$ cat src/rtl/pwc_pkg.sv
// Package: shared address map and control layout for the pulse width capture unit.
// Assumes a 3-bit register address space.
package pwc_pkg;
    localparam int ADDR_W = 3;

    typedef enum logic [ADDR_W-1:0] {
        ADR_CTRL       = 3'd0,
        ADR_STAT       = 3'd1,
        ADR_TRAIL      = 3'd2,
        ADR_LEAD_HOLD  = 3'd3,
        ADR_LEAD_STAGE = 3'd4
    } pwc_addr_e;

    typedef struct packed {
        logic lead_ie;
        logic pair_ie;
        logic lead_fall;
    } pwc_ctrl_t;

    typedef struct packed {
        logic overrun;
        logic lead_seen;
        logic pair_ready;
    } pwc_stat_t;
endpackage

$ cat src/rtl/pwc_edge_detect.sv
// Module: synchronizes the pin and produces one-cycle leading and trailing
// edge strobes for the selected polarity.
// Assumes pin_in is asynchronous; SYNC_STAGES >= 2.
module pwc_edge_detect #(
    parameter int SYNC_STAGES = 2
) (
    input  logic clk,
    input  logic rst_n,
    input  logic pin_in,
    input  logic lead_fall,
    output logic lead_ev,
    output logic trail_ev
);
    logic [SYNC_STAGES-1:0] sync_q;
    logic                   prev_q;
    logic                   rise, fall;

    // Synchronizer chain built stage by stage.
    generate
        for (genvar g = 0; g < SYNC_STAGES; g++) begin : g_sync
            if (g == 0) begin : g_first
                // First stage samples the raw pin.
                always_ff @(posedge clk) begin
                    if (!rst_n) sync_q[g] <= 1'b0;
                    else        sync_q[g] <= pin_in;
                end
            end else begin : g_next
                // Later stages shift the sample along.
                always_ff @(posedge clk) begin
                    if (!rst_n) sync_q[g] <= 1'b0;
                    else        sync_q[g] <= sync_q[g-1];
                end
            end
        end
    endgenerate

    // Keep the previous synchronized level for edge comparison.
    always_ff @(posedge clk) begin
        if (!rst_n) prev_q <= 1'b0;
        else        prev_q <= sync_q[SYNC_STAGES-1];
    end

    // Map raw transitions onto leading and trailing per polarity.
    always_comb begin
        rise     = sync_q[SYNC_STAGES-1] & ~prev_q;
        fall     = ~sync_q[SYNC_STAGES-1] & prev_q;
        lead_ev  = lead_fall ? fall : rise;
        trail_ev = lead_fall ? rise : fall;
    end
endmodule

$ cat src/rtl/pwc_capture.sv
// Module: the three timestamp registers plus the armed state. The leading
// stamp is staged, then moved to the holding register on the trailing edge.
// Assumes lead_ev and trail_ev are never high in the same cycle.
module pwc_capture #(
    parameter int TB_W = 16
) (
    input  logic            clk,
    input  logic            rst_n,
    input  logic            lead_ev,
    input  logic            trail_ev,
    input  logic [TB_W-1:0] tbus,
    output logic [TB_W-1:0] stage_q,
    output logic [TB_W-1:0] hold_q,
    output logic [TB_W-1:0] trail_q,
    output logic            armed_q,
    output logic            pair_done
);
    // A pair completes only on a trailing edge after a captured leading edge.
    assign pair_done = trail_ev & armed_q;

    // Staging register: takes the bus on every leading edge.
    always_ff @(posedge clk) begin
        if (!rst_n)       stage_q <= '0;
        else if (lead_ev) stage_q <= tbus;
    end

    // Pair registers: trailing stamp and hold move together.
    always_ff @(posedge clk) begin
        if (!rst_n) begin
            hold_q  <= '0;
            trail_q <= '0;
        end else if (pair_done) begin
            hold_q  <= stage_q;
            trail_q <= tbus;
        end
    end

    // Armed state: set by a leading edge, cleared by a completed pair.
    always_ff @(posedge clk) begin
        if (!rst_n)         armed_q <= 1'b0;
        else if (lead_ev)   armed_q <= 1'b1;
        else if (pair_done) armed_q <= 1'b0;
    end
endmodule

$ cat src/rtl/pwc_regs.sv
// Module: register port, control bits, write-1-to-clear status flags and the
// interrupt request. Read data is a combinational decode of the address.
// Assumes one write per cycle; a set event wins over a clear in the same cycle.
module pwc_regs
    import pwc_pkg::*;
#(
    parameter int TB_W = 16
) (
    input  logic              clk,
    input  logic              rst_n,
    input  logic [ADDR_W-1:0] reg_addr,
    input  logic              reg_we,
    input  logic [TB_W-1:0]   reg_wdata,
    input  logic              lead_ev,
    input  logic              pair_done,
    input  logic [TB_W-1:0]   stage_q,
    input  logic [TB_W-1:0]   hold_q,
    input  logic [TB_W-1:0]   trail_q,
    output pwc_ctrl_t         ctrl_q,
    output pwc_stat_t         stat_q,
    output logic [TB_W-1:0]   reg_rdata,
    output logic              irq
);
    localparam int CTRL_W = $bits(pwc_ctrl_t);
    localparam int STAT_W = $bits(pwc_stat_t);

    logic      wr_ctrl, wr_stat;
    pwc_stat_t clr;

    // Decode the write strobes.
    always_comb begin
        wr_ctrl = reg_we && (reg_addr == ADR_CTRL);
        wr_stat = reg_we && (reg_addr == ADR_STAT);
        clr     = wr_stat ? pwc_stat_t'(reg_wdata[STAT_W-1:0]) : '0;
    end

    // Control register update.
    always_ff @(posedge clk) begin
        if (!rst_n)       ctrl_q <= '0;
        else if (wr_ctrl) ctrl_q <= pwc_ctrl_t'(reg_wdata[CTRL_W-1:0]);
    end

    // Status flags: set by events, cleared by writing 1.
    always_ff @(posedge clk) begin
        if (!rst_n) begin
            stat_q <= '0;
        end else begin
            if (pair_done)           stat_q.pair_ready <= 1'b1;
            else if (clr.pair_ready) stat_q.pair_ready <= 1'b0;
            if (lead_ev)             stat_q.lead_seen  <= 1'b1;
            else if (clr.lead_seen)  stat_q.lead_seen  <= 1'b0;
            if (pair_done && stat_q.pair_ready) stat_q.overrun <= 1'b1;
            else if (clr.overrun)               stat_q.overrun <= 1'b0;
        end
    end

    // Read multiplexer.
    always_comb begin
        reg_rdata = '0;
        case (reg_addr)
            ADR_CTRL:       reg_rdata[CTRL_W-1:0] = ctrl_q;
            ADR_STAT:       reg_rdata[STAT_W-1:0] = stat_q;
            ADR_TRAIL:      reg_rdata = trail_q;
            ADR_LEAD_HOLD:  reg_rdata = hold_q;
            ADR_LEAD_STAGE: reg_rdata = stage_q;
            default:        reg_rdata = '0;
        endcase
    end

    // Interrupt request from either enabled source.
    always_comb begin
        irq = (stat_q.pair_ready & ctrl_q.pair_ie) | (stat_q.lead_seen & ctrl_q.lead_ie);
    end
endmodule

$ cat src/rtl/pulse_width_capture.sv
// Module: top of the double-edge pulse width capture unit. It ties the edge
// detector, the timestamp registers and the register port together.
// Assumes tbus is synchronous to clk.
module pulse_width_capture
    import pwc_pkg::*;
#(
    parameter int TB_W        = 16,
    parameter int SYNC_STAGES = 2
) (
    input  logic              clk,
    input  logic              rst_n,
    input  logic              pin_in,
    input  logic [TB_W-1:0]   tbus,
    input  logic [ADDR_W-1:0] reg_addr,
    input  logic              reg_we,
    input  logic [TB_W-1:0]   reg_wdata,
    output logic [TB_W-1:0]   reg_rdata,
    output logic              irq
);
    logic            lead_ev, trail_ev, armed_q, pair_done;
    logic [TB_W-1:0] stage_q, hold_q, trail_q;
    pwc_ctrl_t       ctrl_q;
    pwc_stat_t       stat_q;

    pwc_edge_detect #(.SYNC_STAGES(SYNC_STAGES)) u_edge (
        .clk      (clk),
        .rst_n    (rst_n),
        .pin_in   (pin_in),
        .lead_fall(ctrl_q.lead_fall),
        .lead_ev  (lead_ev),
        .trail_ev (trail_ev)
    );

    pwc_capture #(.TB_W(TB_W)) u_cap (
        .clk      (clk),
        .rst_n    (rst_n),
        .lead_ev  (lead_ev),
        .trail_ev (trail_ev),
        .tbus     (tbus),
        .stage_q  (stage_q),
        .hold_q   (hold_q),
        .trail_q  (trail_q),
        .armed_q  (armed_q),
        .pair_done(pair_done)
    );

    pwc_regs #(.TB_W(TB_W)) u_regs (
        .clk      (clk),
        .rst_n    (rst_n),
        .reg_addr (reg_addr),
        .reg_we   (reg_we),
        .reg_wdata(reg_wdata),
        .lead_ev  (lead_ev),
        .pair_done(pair_done),
        .stage_q  (stage_q),
        .hold_q   (hold_q),
        .trail_q  (trail_q),
        .ctrl_q   (ctrl_q),
        .stat_q   (stat_q),
        .reg_rdata(reg_rdata),
        .irq      (irq)
    );
endmodule

$ cat config.mk
export PLATFORM = sky130hd
export DESIGN_NAME = pulse_width_capture
export DESIGN_NICKNAME = d
export VERILOG_FILES = /design/src/rtl/pwc_pkg.sv /design/src/rtl/pwc_edge_detect.sv /design/src/rtl/pwc_capture.sv /design/src/rtl/pwc_regs.sv /design/src/rtl/pulse_width_capture.sv
export SDC_FILE = /design/constraint.sdc
export NUM_CORES = 1
export LEC_CHECK = 0
export BUFFER_PORTS_ARGS = -buffer_cell sky130_fd_sc_hd__buf_2
export CAP_MARGIN = 5
export CORE_MARGIN = 2
export CORE_UTILIZATION = 54
export DETAILED_ROUTE_END_ITERATION = 8
export PLACE_DENSITY = 0.79
export SETUP_SLACK_MARGIN = 0.3
export SLEW_MARGIN = 0
export SYNTH_ARGS = -nofsm -noshare
export SYNTH_HDL_FRONTEND = slang
export SYNTH_SLANG_ARGS = --single-unit
$ cat constraint.sdc
create_clock -name clk -period 1.7 [get_ports clk]
set_clock_uncertainty 0.2 [all_clocks]
set_input_delay 0.17 -clock clk [delete_from_list [all_inputs] [get_ports clk]]
set_output_delay 0.17 -clock clk [all_outputs]
set_load 0.1 [all_outputs]
==> results of run 1 <==
-- cells by family after synthesis --
| logic type | synth area share (%) |
|---|---|
| and+or+nand+nor | 16.9 |
| AOI/OAI and AO/OA | 6.75 |
| muxes | 27.2 |
| buffers and inverters | 5.08 |
| DFF | 44.1 |
-- repair_timing --
item / CTS
hold buffers: 20
gates resized for setup: 88
cloned: 8
endpoints found under the setup margin: 54
hold endpoints to repair: 39
pin swaps: 23
buffers inserted: 11
-- per-stage QoR --
stage / util (%) / area [µm²] / cells / hold WS, ns / setup slack [ns]
after CTS: 90.6 / 4280 / 433 / 0.00786 / -0.0315
after detailed placement: 71.4 / 3370 / 378 / 0.180 / 0.0889
after global placement: 71.4 / 3370 / 378 / 0.177 / 0.115
after floorplan: - / 2890 / 279 / 0.0973 / 0.163
==> impl_metrics.json, run 1 <==
{
  "hpwl_um": 3790,
  "rows": 25,
  "cts_buffer_depth": 2,
  "die_h_um": 73.8,
  "synth_cell_types": 30,
  "netlist.area_leader.share_pct": 44.1,
  "synth-seq-cells": 58,
  "synth.most_common_cell": "nand2_1",
  "grt_max_degree": 41,
  "worst_path_end_type": "primary output",
  "syn_area_um2": 2630,
  "yosysSeqAreaShare_pct": 44.1,
  "antenna_found_initial": 0,
  "synth_common_cells": "nand2_1 (81), mux2i_1 (70), dfxtp_1 (58), o21ai_1 (19), clkbuf_1 (8)",
  "io_buffers": 42,
  "async_reset_ff_share_pct": 0,
  "synth_cells": 279,
  "syn_avg_cell_area_um2": 9.44,
  "status": "aborted with a tool error",
  "htree_levels": 3,
  "synth_nets": 318,
  "synth_top_area_cell": "dfxtp_1",
  "ys_warn_count": 0,
  "ioPinCount": 56,
  "synth_enable_flop_cells": 0,
  "firstError": "[ERROR DPL-0033] detailed placement checks failed during check placement.",
  "gp_congestion": 0.707,
  "grt_worst_setup_endpoint": "reg_rdata[0]",
  "clockRootBuffer": "clkbuf_8",
  "synthTopCellsByArea": "dfxtp_1 (44%), mux2i_1 (27%), nand2_1 (12%)",
  "cts.sinks": 58,
  "die_x_um": 73.8,
  "initial_core_util_pct": 55.8,
  "haltStage": "global routing",
  "synth_ff_type": "dfxtp_1",
  "cts_buffers": 9
}
==> run 2, diff against run 1 <==
Settings changed: CORE_UTILIZATION 54 to 40, PLACE_DENSITY 0.79 to unset, PLACE_DENSITY_LB_ADDON set to 0.15, SETUP_SLACK_MARGIN 0.3 to unset.
==> impl_metrics.json, run 2 <==
{
  "status": "finished with violations",
  "violations": "negative setup slack",
  "drive_gt1_share_pct": 26.1,
  "startpoint_type": "flip-flop",
  "setup_viol": 1,
  "worstPathRequired_ns": 1.33,
  "ir_worst_vdd_v": 0.000408,
  "grt_pass1_vias": 2170,
  "layout_commonest_cell": "nand2_1",
  "maxCapViolations": 0,
  "rows": 29,
  "synth_cell_types": 30,
  "synth_ff_type": "dfxtp_1",
  "synth.most_common_cell": "nand2_1",
  "cts_tree": "yes",
  "period_needed_ns": 1.77,
  "antenna_found_initial": 0,
  "die_h_um": 85.1,
  "synth_top_area_cell": "dfxtp_1",
  "holdWs_ns": 0.0295,
  "final_cells": 425,
  "htree_levels": 3,
  "rsz0062_at_grt": "true",
  "syn_area_um2": 2630,
  "wire_per_inst_um": 13.7,
  "synth_nets": 318,
  "diodes": 0,
  "die_x_um": 85.1,
  "cp_max_fo": 3,
  "leakage_nw": 1.75,
  "synth_enable_flop_cells": 0,
  "place_ws_ns": 0.0853,
  "drc": 0,
  "via_count": 2174,
  "synth_cells": 279,
  "clockRootBuffer": "clkbuf_8",
  "cts_buffer_depth": 2,
  "die-area_um2": 7250,
  "ioPinCount": 56,
  "fin_nets": 382,
  "p_per_area_nw_per_um2": 802,
  "ant_nets": 0,
  "cp-end-kind": "output port",
  "fmax_ghz": 0.564,
  "final_max_slew_viol_count": 0,
  "synthTopCellsByArea": "dfxtp_1 (44%), mux2i_1 (27%), nand2_1 (12%)",
  "hpwl_um": 3660,
  "ys_warn_count": 0,
  "cts.sinks": 58,
  "wl_um": 5840,
  "gp_congestion": 0.711,
  "avgViaCountPerCell": 5.12,
  "syn_to_final_growth_pct": 42.1,
  "first_iter_violations": 72,
  "fillers": 560,
  "grt_pass1_wl_um": 9990,
  "core_um2": 6350,
  "firstDrtPassIters": 4,
  "synth-seq-cells": 58,
  "track_usage_pct": 17.4,
  "async_reset_ff_share_pct": 0,
  "path_class": "reg -> out",
  "grt_max_degree": 45,
  "yosysSeqAreaShare_pct": 44.1,
  "min_period_over_period_pct": 104,
  "initial_core_util_pct": 41.5,
  "io_buffers": 42,
  "cts_buffers": 9,
  "slew_headroom_pct": 68.9,
  "min_path_type": "in -> reg",
  "gr-total-overflow": 0,
  "clk_pin_slew_ns": 0.06,
  "synth_common_cells": "nand2_1 (81), mux2i_1 (70), dfxtp_1 (58), o21ai_1 (19), clkbuf_1 (8)",
  "power_mw": 3.00,
  "post-place-cells": 389,
  "reg_top3": "u_cap.hold_q (16), u_cap.stage_q (16), u_cap.trail_q (16)",
  "syn_avg_cell_area_um2": 9.44,
  "hold_viol": 0,
  "netlist.area_leader.share_pct": 44.1,
  "setup_ws_ns": -0.0740,
  "critPathArrivalTime_ns": 1.40,
  "clk_latency_ns": 0.33,
  "layout_common_cells": "nand2_1 (81), mux2i_1 (69), dfxtp_1 (55)",
  "worst-slew-pin-transition_ns": 0.460
}
run 2: cell counts after synthesis:
Identical to the previous run, type by type.
run 2: per-stage QoR:
step                instance area, µm²  TNS [ns]  util, %
floorplan                         2750    -0.708        -
global placement                  3330         0     52.4
detailed placement                3330         0     52.4
CTS                               3740    -0.134     58.9
global route                      3740    -0.136     58.9
finish                            3740   -0.0740     58.9
run 2: what timing repair did:
item | CTS | global route
hold endpoints to repair | 39 | 0
gates cloned | 0 | 0
gates resized for setup | 2 | 5
hold buffers | 20 | 0
endpoints found under the setup margin | 1 | 3
pin swaps | 1 | 2
setup buffers | 1 | 0
run 2: worst max-delay path, stage by stage (launching register included):
cell and delay, ns:
dfxtp_2 0.34, mux2i_2 0.16, nor3b_2 0.07, a211o_1 0.32, buf_12 0.18
run 2: logic make-up after synthesis:
kind of cell / after synthesis / share of synthesized area, %
compound gates: 30 / 6.75
flops: 58 / 44.1
mux: 71 / 27.2
buf+inv: 21 / 5.08
simple gates: 99 / 16.9
run 2: layer usage:
| metal | up-vias | routed length [µm] | global-route usage [%] |
|---|---|---|---|
| met1 | 1038 | 2820 | 22.3 |
| li1 | 1082 | - | - |
| met4 | 0 | 104 | 8.23 |
| met3 | 10 | 212 | 3.31 |
| met5 | - | 0 | 0 |
| met2 | 44 | 2700 | 28.1 |
run 2: final cells by class:
| type | instances | area [µm²] | area share (%) |
|---|---|---|---|
| multi-input cells | 200 | 1480 | 39.6 |
| flip-flops and latches | 58 | 1160 | 31.1 |
| repair buffers | 73 | 798 | 21.3 |
| clock buffers | 14 | 163 | 4.35 |
| well taps | 77 | 96.3 | 2.57 |
| clock inverters | 2 | 35.0 | 0.936 |
| inverters | 1 | 3.75 | 0.100 |
run 2: final timing paths:
| check | startpoint | end | slack [ns] | cells past startpoint |
|---|---|---|---|---|
| worst max register to register | u_edge.prev_q$_SDFF_PN0_ | u_cap.hold_q[10]$_SDFFE_PN0P_ | 0.10 | 4 |
| worst min register to register | u_edge.sync_q[0]$_SDFF_PN0_ | u_edge.sync_q[1]$_SDFF_PN0_ | 0.23 | 1 |
| worst max-delay path | u_regs.stat_q[0]$_SDFFE_PN0P_ | reg_rdata[0] | -0.07 | 4 |
| worst min-delay path | rst_n | u_cap.hold_q[2]$_SDFFE_PN0P_ | 0.03 | 3 |
run 2: report_power, final:
group	internal [mW]	leakage, nW	total, mW	switching [mW]
Sequential	1.38	0.471	1.40	0.0141
Clock	0.757	0.101	1.28	0.521
Combinational	0.149	1.18	0.326	0.178
(Power assumes the default switching activity.)
